## src/rtl/rxfs_pkg.sv

```systemverilog
package rxfs_pkg;

  localparam int RXFS_BYTE_W    = 8;
  localparam int RXFS_NUM_FLAGS = 6;

  typedef struct packed {
    logic                   perr;
    logic                   ferr;
    logic [RXFS_BYTE_W-1:0] data;
  } rxfs_entry_t;

  // flag index inside the flag vector
  typedef enum int {
    FL_DR   = 0,
    FL_RDF  = 1,
    FL_BRK  = 2,
    FL_TDFE = 3,
    FL_TEND = 4,
    FL_ER   = 5
  } rxfs_flag_e;

  // reset value of flag i
  function automatic logic flag_rst_val(input int i);
    return (i == FL_TDFE) || (i == FL_TEND);
  endfunction

  // bit position of flag i inside the low status byte
  function automatic int flag_reg_bit(input int i);
    return (i < 2) ? i : i + 2;
  endfunction

endpackage

```

## src/rtl/rxfs_fifo.sv

```systemverilog
module rxfs_fifo
  import rxfs_pkg::*;
#(
  parameter int DEPTH = 16
) (
  input  logic        clk,
  input  logic        rst_n,
  input  logic        push_valid,
  input  rxfs_entry_t push_entry,
  input  logic        pop_req,
  output rxfs_entry_t head_entry,
  output logic        push_acc,
  output logic        pop_acc,
  output logic        empty,
  output logic        full
);

  localparam int AW = $clog2(DEPTH);

  rxfs_entry_t      mem [DEPTH];
  logic [AW:0]      wr_ptr;
  logic [AW:0]      rd_ptr;

  assign empty    = (wr_ptr == rd_ptr);
  assign full     = (wr_ptr[AW] != rd_ptr[AW]) && (wr_ptr[AW-1:0] == rd_ptr[AW-1:0]);
  assign push_acc = push_valid && !full;
  assign pop_acc  = pop_req && !empty;

  always_comb begin
    if (empty) head_entry = '0;
    else       head_entry = mem[rd_ptr[AW-1:0]];
  end

  always_ff @(posedge clk) begin
    if (push_acc) mem[wr_ptr[AW-1:0]] <= push_entry;
  end

  always_ff @(posedge clk or negedge rst_n) begin
    if (!rst_n) begin
      wr_ptr <= '0;
      rd_ptr <= '0;
    end else begin
      if (push_acc) wr_ptr <= wr_ptr + 1'b1;
      if (pop_acc)  rd_ptr <= rd_ptr + 1'b1;
    end
  end

endmodule

```

## src/rtl/rxfs_err_count.sv

```systemverilog
module rxfs_err_count #(
  parameter int CNT_W = 4
) (
  input  logic             clk,
  input  logic             rst_n,
  input  logic             inc,
  input  logic             dec,
  output logic [CNT_W-1:0] count
);

  // modulo-2^CNT_W step; a full FIFO of tagged entries wraps to zero
  function automatic logic [CNT_W-1:0] cnt_step(input logic [CNT_W-1:0] cur,
                                                input logic inc_i,
                                                input logic dec_i);
    logic [CNT_W-1:0] nxt;
    nxt = cur;
    if (inc_i) nxt = nxt + 1'b1;
    if (dec_i) nxt = nxt - 1'b1;
    return nxt;
  endfunction

  always_ff @(posedge clk or negedge rst_n) begin
    if (!rst_n) count <= '0;
    else        count <= cnt_step(count, inc, dec);
  end

endmodule

```

## src/rtl/rxfs_flag.sv

```systemverilog
module rxfs_flag #(
  parameter logic RST_VAL = 1'b0
) (
  input  logic clk,
  input  logic rst_n,
  input  logic set_pulse,
  input  logic rd_strobe,
  input  logic wr_strobe,
  input  logic wr_bit,
  output logic flag,
  output logic arm,
  output logic clear_ev
);

  // a clearing write needs a prior read of 1; a set pulse wins
  assign clear_ev = wr_strobe && !wr_bit && arm && !set_pulse;

  always_ff @(posedge clk or negedge rst_n) begin
    if (!rst_n) begin
      flag <= RST_VAL;
      arm  <= 1'b0;
    end else if (set_pulse) begin
      flag <= 1'b1;
      arm  <= 1'b0;
    end else if (clear_ev) begin
      flag <= 1'b0;
      arm  <= 1'b0;
    end else if (rd_strobe && flag) begin
      arm  <= 1'b1;
    end
  end

endmodule

```

## src/rtl/rx_fifo_status.sv

```systemverilog
module rx_fifo_status
  import rxfs_pkg::*;
#(
  parameter int DEPTH = 16,
  localparam int CNT_W = $clog2(DEPTH),
  localparam int REG_W = 2 * CNT_W + 8
) (
  input  logic                   clk,
  input  logic                   rst_n,
  input  logic                   push_valid,
  input  logic [RXFS_BYTE_W-1:0] push_data,
  input  logic                   push_perr,
  input  logic                   push_ferr,
  input  logic                   pop_req,
  output logic [RXFS_BYTE_W-1:0] pop_data,
  input  logic [RXFS_NUM_FLAGS-1:0] flag_set,
  input  logic                   reg_rd,
  input  logic                   reg_wr,
  input  logic [REG_W-1:0]       reg_wdata,
  output logic [REG_W-1:0]       reg_rdata
);

  rxfs_entry_t push_entry;
  rxfs_entry_t head_entry;
  logic        push_acc;
  logic        pop_acc;
  logic        fifo_empty;
  logic        fifo_full;

  assign push_entry = '{perr: push_perr, ferr: push_ferr, data: push_data};

  rxfs_fifo #(.DEPTH(DEPTH)) u_fifo (
    .clk        (clk),
    .rst_n      (rst_n),
    .push_valid (push_valid),
    .push_entry (push_entry),
    .pop_req    (pop_req),
    .head_entry (head_entry),
    .push_acc   (push_acc),
    .pop_acc    (pop_acc),
    .empty      (fifo_empty),
    .full       (fifo_full)
  );

  assign pop_data = head_entry.data;

  // error counters: index 0 parity, index 1 framing
  logic [CNT_W-1:0] err_cnt [2];
  logic [CNT_W-1:0] per_cnt;
  logic [CNT_W-1:0] fer_cnt;

  for (genvar k = 0; k < 2; k++) begin : g_cnt
    logic in_tag;
    logic out_tag;
    assign in_tag  = (k == 0) ? push_entry.perr : push_entry.ferr;
    assign out_tag = (k == 0) ? head_entry.perr : head_entry.ferr;
    rxfs_err_count #(.CNT_W(CNT_W)) u_cnt (
      .clk   (clk),
      .rst_n (rst_n),
      .inc   (push_acc && in_tag),
      .dec   (pop_acc && out_tag),
      .count (err_cnt[k])
    );
  end

  assign per_cnt = err_cnt[0];
  assign fer_cnt = err_cnt[1];

  // event flags
  logic [RXFS_NUM_FLAGS-1:0] flag_q;
  logic [RXFS_NUM_FLAGS-1:0] flag_arm;
  logic [RXFS_NUM_FLAGS-1:0] flag_clear_ev;

  for (genvar i = 0; i < RXFS_NUM_FLAGS; i++) begin : g_flag
    rxfs_flag #(.RST_VAL(flag_rst_val(i))) u_flag (
      .clk       (clk),
      .rst_n     (rst_n),
      .set_pulse (flag_set[i]),
      .rd_strobe (reg_rd),
      .wr_strobe (reg_wr),
      .wr_bit    (reg_wdata[flag_reg_bit(i)]),
      .flag      (flag_q[i]),
      .arm       (flag_arm[i]),
      .clear_ev  (flag_clear_ev[i])
    );
  end

  // status word assembly
  always_comb begin
    reg_rdata = '0;
    reg_rdata[REG_W-1 -: CNT_W]  = per_cnt;
    reg_rdata[8 +: CNT_W]        = fer_cnt;
    reg_rdata[3]                 = head_entry.ferr;
    reg_rdata[2]                 = head_entry.perr;
    for (int i = 0; i < RXFS_NUM_FLAGS; i++) begin
      reg_rdata[flag_reg_bit(i)] = flag_q[i];
    end
  end

endmodule

```

## config.mk

```make
export PLATFORM = sky130hd
export DESIGN_NAME = rx_fifo_status
export DESIGN_NICKNAME = d
export VERILOG_FILES = /design/src/rtl/rxfs_pkg.sv /design/src/rtl/rxfs_fifo.sv /design/src/rtl/rxfs_err_count.sv /design/src/rtl/rxfs_flag.sv /design/src/rtl/rx_fifo_status.sv
export SDC_FILE = /design/constraint.sdc
export NUM_CORES = 1
export LEC_CHECK = 0
export BUFFER_PORTS_ARGS = -buffer_cell sky130_fd_sc_hd__buf_4
export CAP_MARGIN = 0
export CORE_ASPECT_RATIO = 0.75
export CORE_UTILIZATION = 42
export DETAILED_ROUTE_END_ITERATION = 10
export MAX_ROUTING_LAYER = met4
export SYNTH_ARGS = -nofsm -noshare
export SYNTH_HDL_FRONTEND = slang
export SYNTH_SLANG_ARGS = --single-unit
```

## constraint.sdc

```tcl
create_clock -name clk -period 3.2 [get_ports clk]
set_clock_uncertainty 0.1 [all_clocks]
set_input_delay 0.64 -clock clk [delete_from_list [all_inputs] [get_ports clk]]
set_output_delay 0.64 -clock clk [all_outputs]
set_load 0.01 [all_outputs]
```

# Word level (Yosys, flattened, before mapping)
# Memories as Yosys holds them, arrays and structs flattened.
# Cells that the tools add are included.
# Widths: inputs -> output; s select.
classes:
  muxes: 37
  addsub: 6
  reduce_logical: 57
  n_eq_ne: 3
op_table:
  columns: ["cell", "n"]
  rows:
  - ["$mux 1", 32]
  - ["$logic_and 1x1->1", 31]
  - ["$reduce_bool 3->1", 6]
  - ["$mux 4", 4]
  - ["$logic_not 1->1", 14]
  - ["$reduce_bool 2->1", 6]
  - ["$add 5x1->5 const B", 2]
  - ["$mux 10", 1]
  - ["$add 4x1->4 const B", 2]
  - ["$sub 4x1->4 const B", 2]
  - ["$eq 5x5->1", 1]
  - ["$eq 4x4->1", 1]
  - ["$ne 1x1->1", 1]
totals:
  wordCells: 120
  n_memories: 1
  regBits: 30
  ram_bits: 160
mem_list:
  columns: ["memory", "depth", "word_bits", "rd", "rd_ports_with_merged_regs", "write_ports", "line", "source"]
  rows:
  - ["u_fifo.mem", 16, 10, 1, 0, 1, "rxfs_fifo.sv:20", "rxfs_entry_t mem [DEPTH];"]

# Logic depth before layout (Yosys ltp)
depth:
  word_depth: 8
  depth_mapped: 11

# Hierarchy
# A second synthesis with hierarchy kept.
unflattened:
  cells_unflattened: 424
  hier_area_um2: 8034.0
modules_own_cells:
  columns: ["mod", "n_inst", "area_each_um2", "seq_area_each_um2", "cells_per_inst"]
  rows:
  - ["rxfs_fifo", 1, 6905.4, 5054.8, 320]
  - ["rxfs_err_count", 2, 257.7, 100.1, 23]
  - ["rxfs_flag (g_flag[0].u_flag ...)", 4, 97.6, 50.0, 9]
  - ["rxfs_flag (g_flag[3].u_flag ...)", 2, 98.8, 51.3, 9]
  - ["rx_fifo_status", 1, 25.0, 0.0, 4]

# Worst setup path after synthesis
# OpenSTA, ideal clock, no wires.
synth_path:
  kind: "reg-to-output"
  start: "register u_fifo.rd_ptr[0]"
  end: "output pop_data[0]"
  arrival_ns: 1.992
  path_slack_ns: 0.468
  stages_incl_launch_ff: 6
  n_path_buf: 2
  required_time_ns: 2.460
  path_cell_list: "dfrtp_1 > buf_4 > buf_2 > mux4_2 > mux4_2 > nor2b_1"
synth_via:
  elab_chain_cells: 2
  word_cells_on_any_way: 3
  classes_between: "eq/ne (1); mux (1); memory (1)"
synth_rtl:
  columns: ["item", "line", "source"]
  rows:
  - ["from (decl)", "rxfs_fifo.sv:22", "logic [AW:0] rd_ptr;"]
  - ["from (signal assigned)", "rxfs_fifo.sv:44", "if (pop_acc) rd_ptr <= rd_ptr + 1'b1;"]
  - ["$mem_v2 16x10 or $eq 5x5->1 (tied branches)", null, null]
  - ["$mux 10 (*)", "rxfs_fifo.sv:30", "if (empty) head_entry = '0;"]
  - ["to (decl)", "rx_fifo_status.sv:15", "output logic [RXFS_BYTE_W-1:0] pop_data,"]
# Mark *: on every way between the ends. The rest lies on a longest branch, timed or not.

# Worst setup path after layout
layout_path:
  start: "register u_fifo.rd_ptr[0]"
  end: "output pop_data[5]"
# The elaborated chain is that of the path after synthesis.

==> flow_summary.json <==
{
  "rsz0062_at_grt": "yes",
  "multi_input_area_mm2": 0.00218,
  "clkTransAtPathRegs_ns": 0.06,
  "crit_required_ns": 2.46,
  "fin_nets": 560,
  "rr_startpoint": "u_fifo.rd_ptr[0]",
  "critPathSlowestCell": "mux4_2",
  "dp_hpwl_um": 10900,
  "first_pass_iters": 5,
  "path_cells": "buf_12 -> buf_16 -> mux4_2 -> mux4_2 -> nor2b_4 -> buf_6",
  "synth.area.top_cells": "edfxtp_1, mux4_2, dfrtp_1",
  "layout_commonest_cell": "edfxtp_1",
  "cts-root-buf": "clkbuf_16",
  "postLayoutCellArea_mm2": 0.00954,
  "power.density_mw_per_mm2": 906,
  "crit_arrival_ns": 2.44,
  "drt_wl_total_um": 16800,
  "fmax_mhz": 314,
  "core-area_mm2": 0.0180,
  "finalHoldViolCount": 0,
  "grt_remaining_overflow": 0,
  "ant_nets": 0,
  "drtIter0Drc": 353,
  "syn-num-nets": 464,
  "dpl_worst_slack_ns": 0.363,
  "cts_buffers": 17,
  "setup_ws_ns": 0.0197,
  "io_buffers": 51,
  "die_h_um": 120,
  "dpl.cell_count": 725,
  "holdBufCountCts": 0,
  "synth_top_area_frac": 0.612,
  "clk_latency_ns": 0.43,
  "critPathLaunchType": "register",
  "slowest_delay_ns": 0.52,
  "final_cell_mix": "edfxtp_1, buf_4, mux4_2, dfrtp_1, nor2_1",
  "regToRegEndpoint": "u_fifo.mem[15][6]",
  "hold_slack_ns": 0.0359,
  "ir_worst_vdd_uv": 366,
  "drc": 0,
  "criticalPathCategory": "register to output pin",
  "cts_buffer_depth": 2,
  "drv_cap": 0,
  "min_path_type": "input port to async pin",
  "fill_cells": 1484,
  "dr_total_vias": 4166,
  "tightest_slew_ns": 0.551,
  "outcome": "complete, no violations",
  "yosysSeqAreaShare": 0.708,
  "crit_fanout": 5,
  "reg2regPathDepth": 10,
  "relSlewSlack": 0.633,
  "drv_slew": 0,
  "finalSetupTns_ns": 0,
  "grt_max_degree": 31,
  "io_pins": 62,
  "syn_area_mm2": 0.00785,
  "seqCellArea_mm2": 0.00556,
  "grt_pass1_wl_um": 25500,
  "period_needed_ns": 3.18,
  "drive_gt1_frac": 0.361,
  "ys_seq_elements": 190,
  "placed_area_mm2": 0.00871,
  "cp_common_cell": "mux4_2",
  "yosysWarnings": 0,
  "synth_cell_type_count": 41,
  "cts_tree": "done",
  "layout.cells.non_filler": 765,
  "setup_violations": 0,
  "track_usage": 0.193,
  "endpoint_kind": "output pin",
  "place.gp.congestion": 0.765,
  "vias_per_cell": 5.45,
  "antenna_found_initial": 0,
  "cts.sinks": 190,
  "cts_htree_levels": 4,
  "yosys.area.top_type": "edfxtp_1",
  "wl_per_cell_um": 21.9,
  "finalCritPeriodShare": 0.994,
  "syn_inst": 417,
  "rows": 42,
  "first_global_vias": 4219,
  "synth_area_per_cell_um2": 18.8,
  "area_growth_pct": 21.4,
  "p_leak_uw": 0.00337,
  "initial_core_util": 0.437,
  "diodes": 0,
  "reg2reg_slack_ns": 0.29,
  "die-area_mm2": 0.0193,
  "dieWidth_um": 160
}
[report_power, final]
| part | internal, uW | switching [uW] | leakage, uW | total (uW) |
|---|---|---|---|---|
| Combinational | 1860 | 1560 | 0.00133 | 3420 |
| Clock | 1050 | 885 | 0.000247 | 1940 |
| Sequential | 3030 | 254 | 0.00179 | 3290 |
[worst max path at each step]
| stage | start | end | slack (ns) | depth (start not counted) |
|---|---|---|---|---|
| 3_3_place_gp | u_fifo.rd_ptr[0] | pop_data[3] | 0.37 | 5 |
| 2_1_floorplan | u_fifo.rd_ptr[0] | pop_data[0] | 0.47 | 5 |
| 3_5_place_dp | u_fifo.rd_ptr[0] | pop_data[3] | 0.36 | 5 |
| 4_1_cts | u_fifo.rd_ptr[0] | pop_data[2] | -0.003 | 6 |
| 6_report | u_fifo.rd_ptr[0] | pop_data[5] | 0.02 | 6 |
| 5_1_grt | u_fifo.rd_ptr[0] | pop_data[2] | -0.03 | 6 |
[Yosys cell counts, drive strengths merged]
| cell | n |
|---|---|
| a2111o | 1 |
| a21o | 6 |
| a21oi | 7 |
| a22oi | 2 |
| a31oi | 1 |
| and3 | 2 |
| and4 | 1 |
| buf | 20 |
| clkbuf | 5 |
| dfrtp | 28 |
| dfstp | 2 |
| edfxtp | 160 |
| ha | 9 |
| inv | 6 |
| mux2 | 1 |
| mux2i | 4 |
| mux4 | 48 |
| nand2 | 14 |
| nand2b | 2 |
| nand3 | 4 |
| nand3b | 12 |
| nand4 | 5 |
| nor2 | 21 |
| nor2b | 11 |
| nor3 | 5 |
| nor4 | 1 |
| o211a | 1 |
| o21a | 1 |
| o21ai | 8 |
| o31a | 1 |
| or3b | 2 |
| xnor2 | 16 |
| xor2 | 10 |
[area by class of cell]
type                            count  share of cell area
Sequential cell                   190               0.583
Multi-Input combinational cell    196               0.229
Timing Repair Buffer              102              0.0987
Clock buffer                       18              0.0450
Tap cell                          242              0.0318
Clock inverter                     11              0.0102
Inverter                            6             0.00236
[routing by layer]
metal	vias to the layer above	share of wire	track usage
met4	0	0.0096	0.0548
li1	1834	-	-
met2	99	0.48	0.287
met3	17	0.045	0.0443
met1	2216	0.47	0.268
met5	-	0	-
[through the flow]
step | utilization | total power, uW
2_1_floorplan | - | 5140
3_3_place_gp | 0.485 | 6150
3_5_place_dp | 0.485 | 6220
4_1_cts | 0.526 | 8530
5_1_grt | 0.531 | 9050
6_report | 0.531 | 8640
[critical path, delay by kind of cell, from the launching register on]
family / cells / cell delay (ns)
buffers and inverters: 3 / 0.42
flip-flops: 1 / 0.39
multiplexers: 2 / 1.04
AND/OR/NAND/NOR: 1 / 0.15
[sequential cells by signal, indices dropped and copies added (netlist names)]
register / flops
u_fifo.mem: 160
g_cnt.u_cnt.count: 8
g_flag.u_flag.arm: 6
g_flag.u_flag.flag: 6
u_fifo.rd_ptr: 5
u_fifo.wr_ptr: 5
[cell families (layout without fill, tap and decap cells)]
group                      Yosys count  count (layout)  share of synthesized area
AOI/OAI and AO/OA                   28              28                     0.0233
xor gates and xnor gates            26              26                     0.0290
adders and majority gates            9               9                     0.0143
buffers and inverters               31             137                     0.0228
DFF                                190             190                      0.708
muxes                               53              53                      0.147
and+or+nand+nor                     80              80                     0.0562
[timing repair]
action | CTS | global route
endpoints found under the setup margin | 8 | 8
gates resized for setup | 17 | 15
pin swaps | 0 | 2
buffers inserted | 3 | 3
cloned | 5 | 0
No activity file was read; power rests on OpenSTA's default activity.
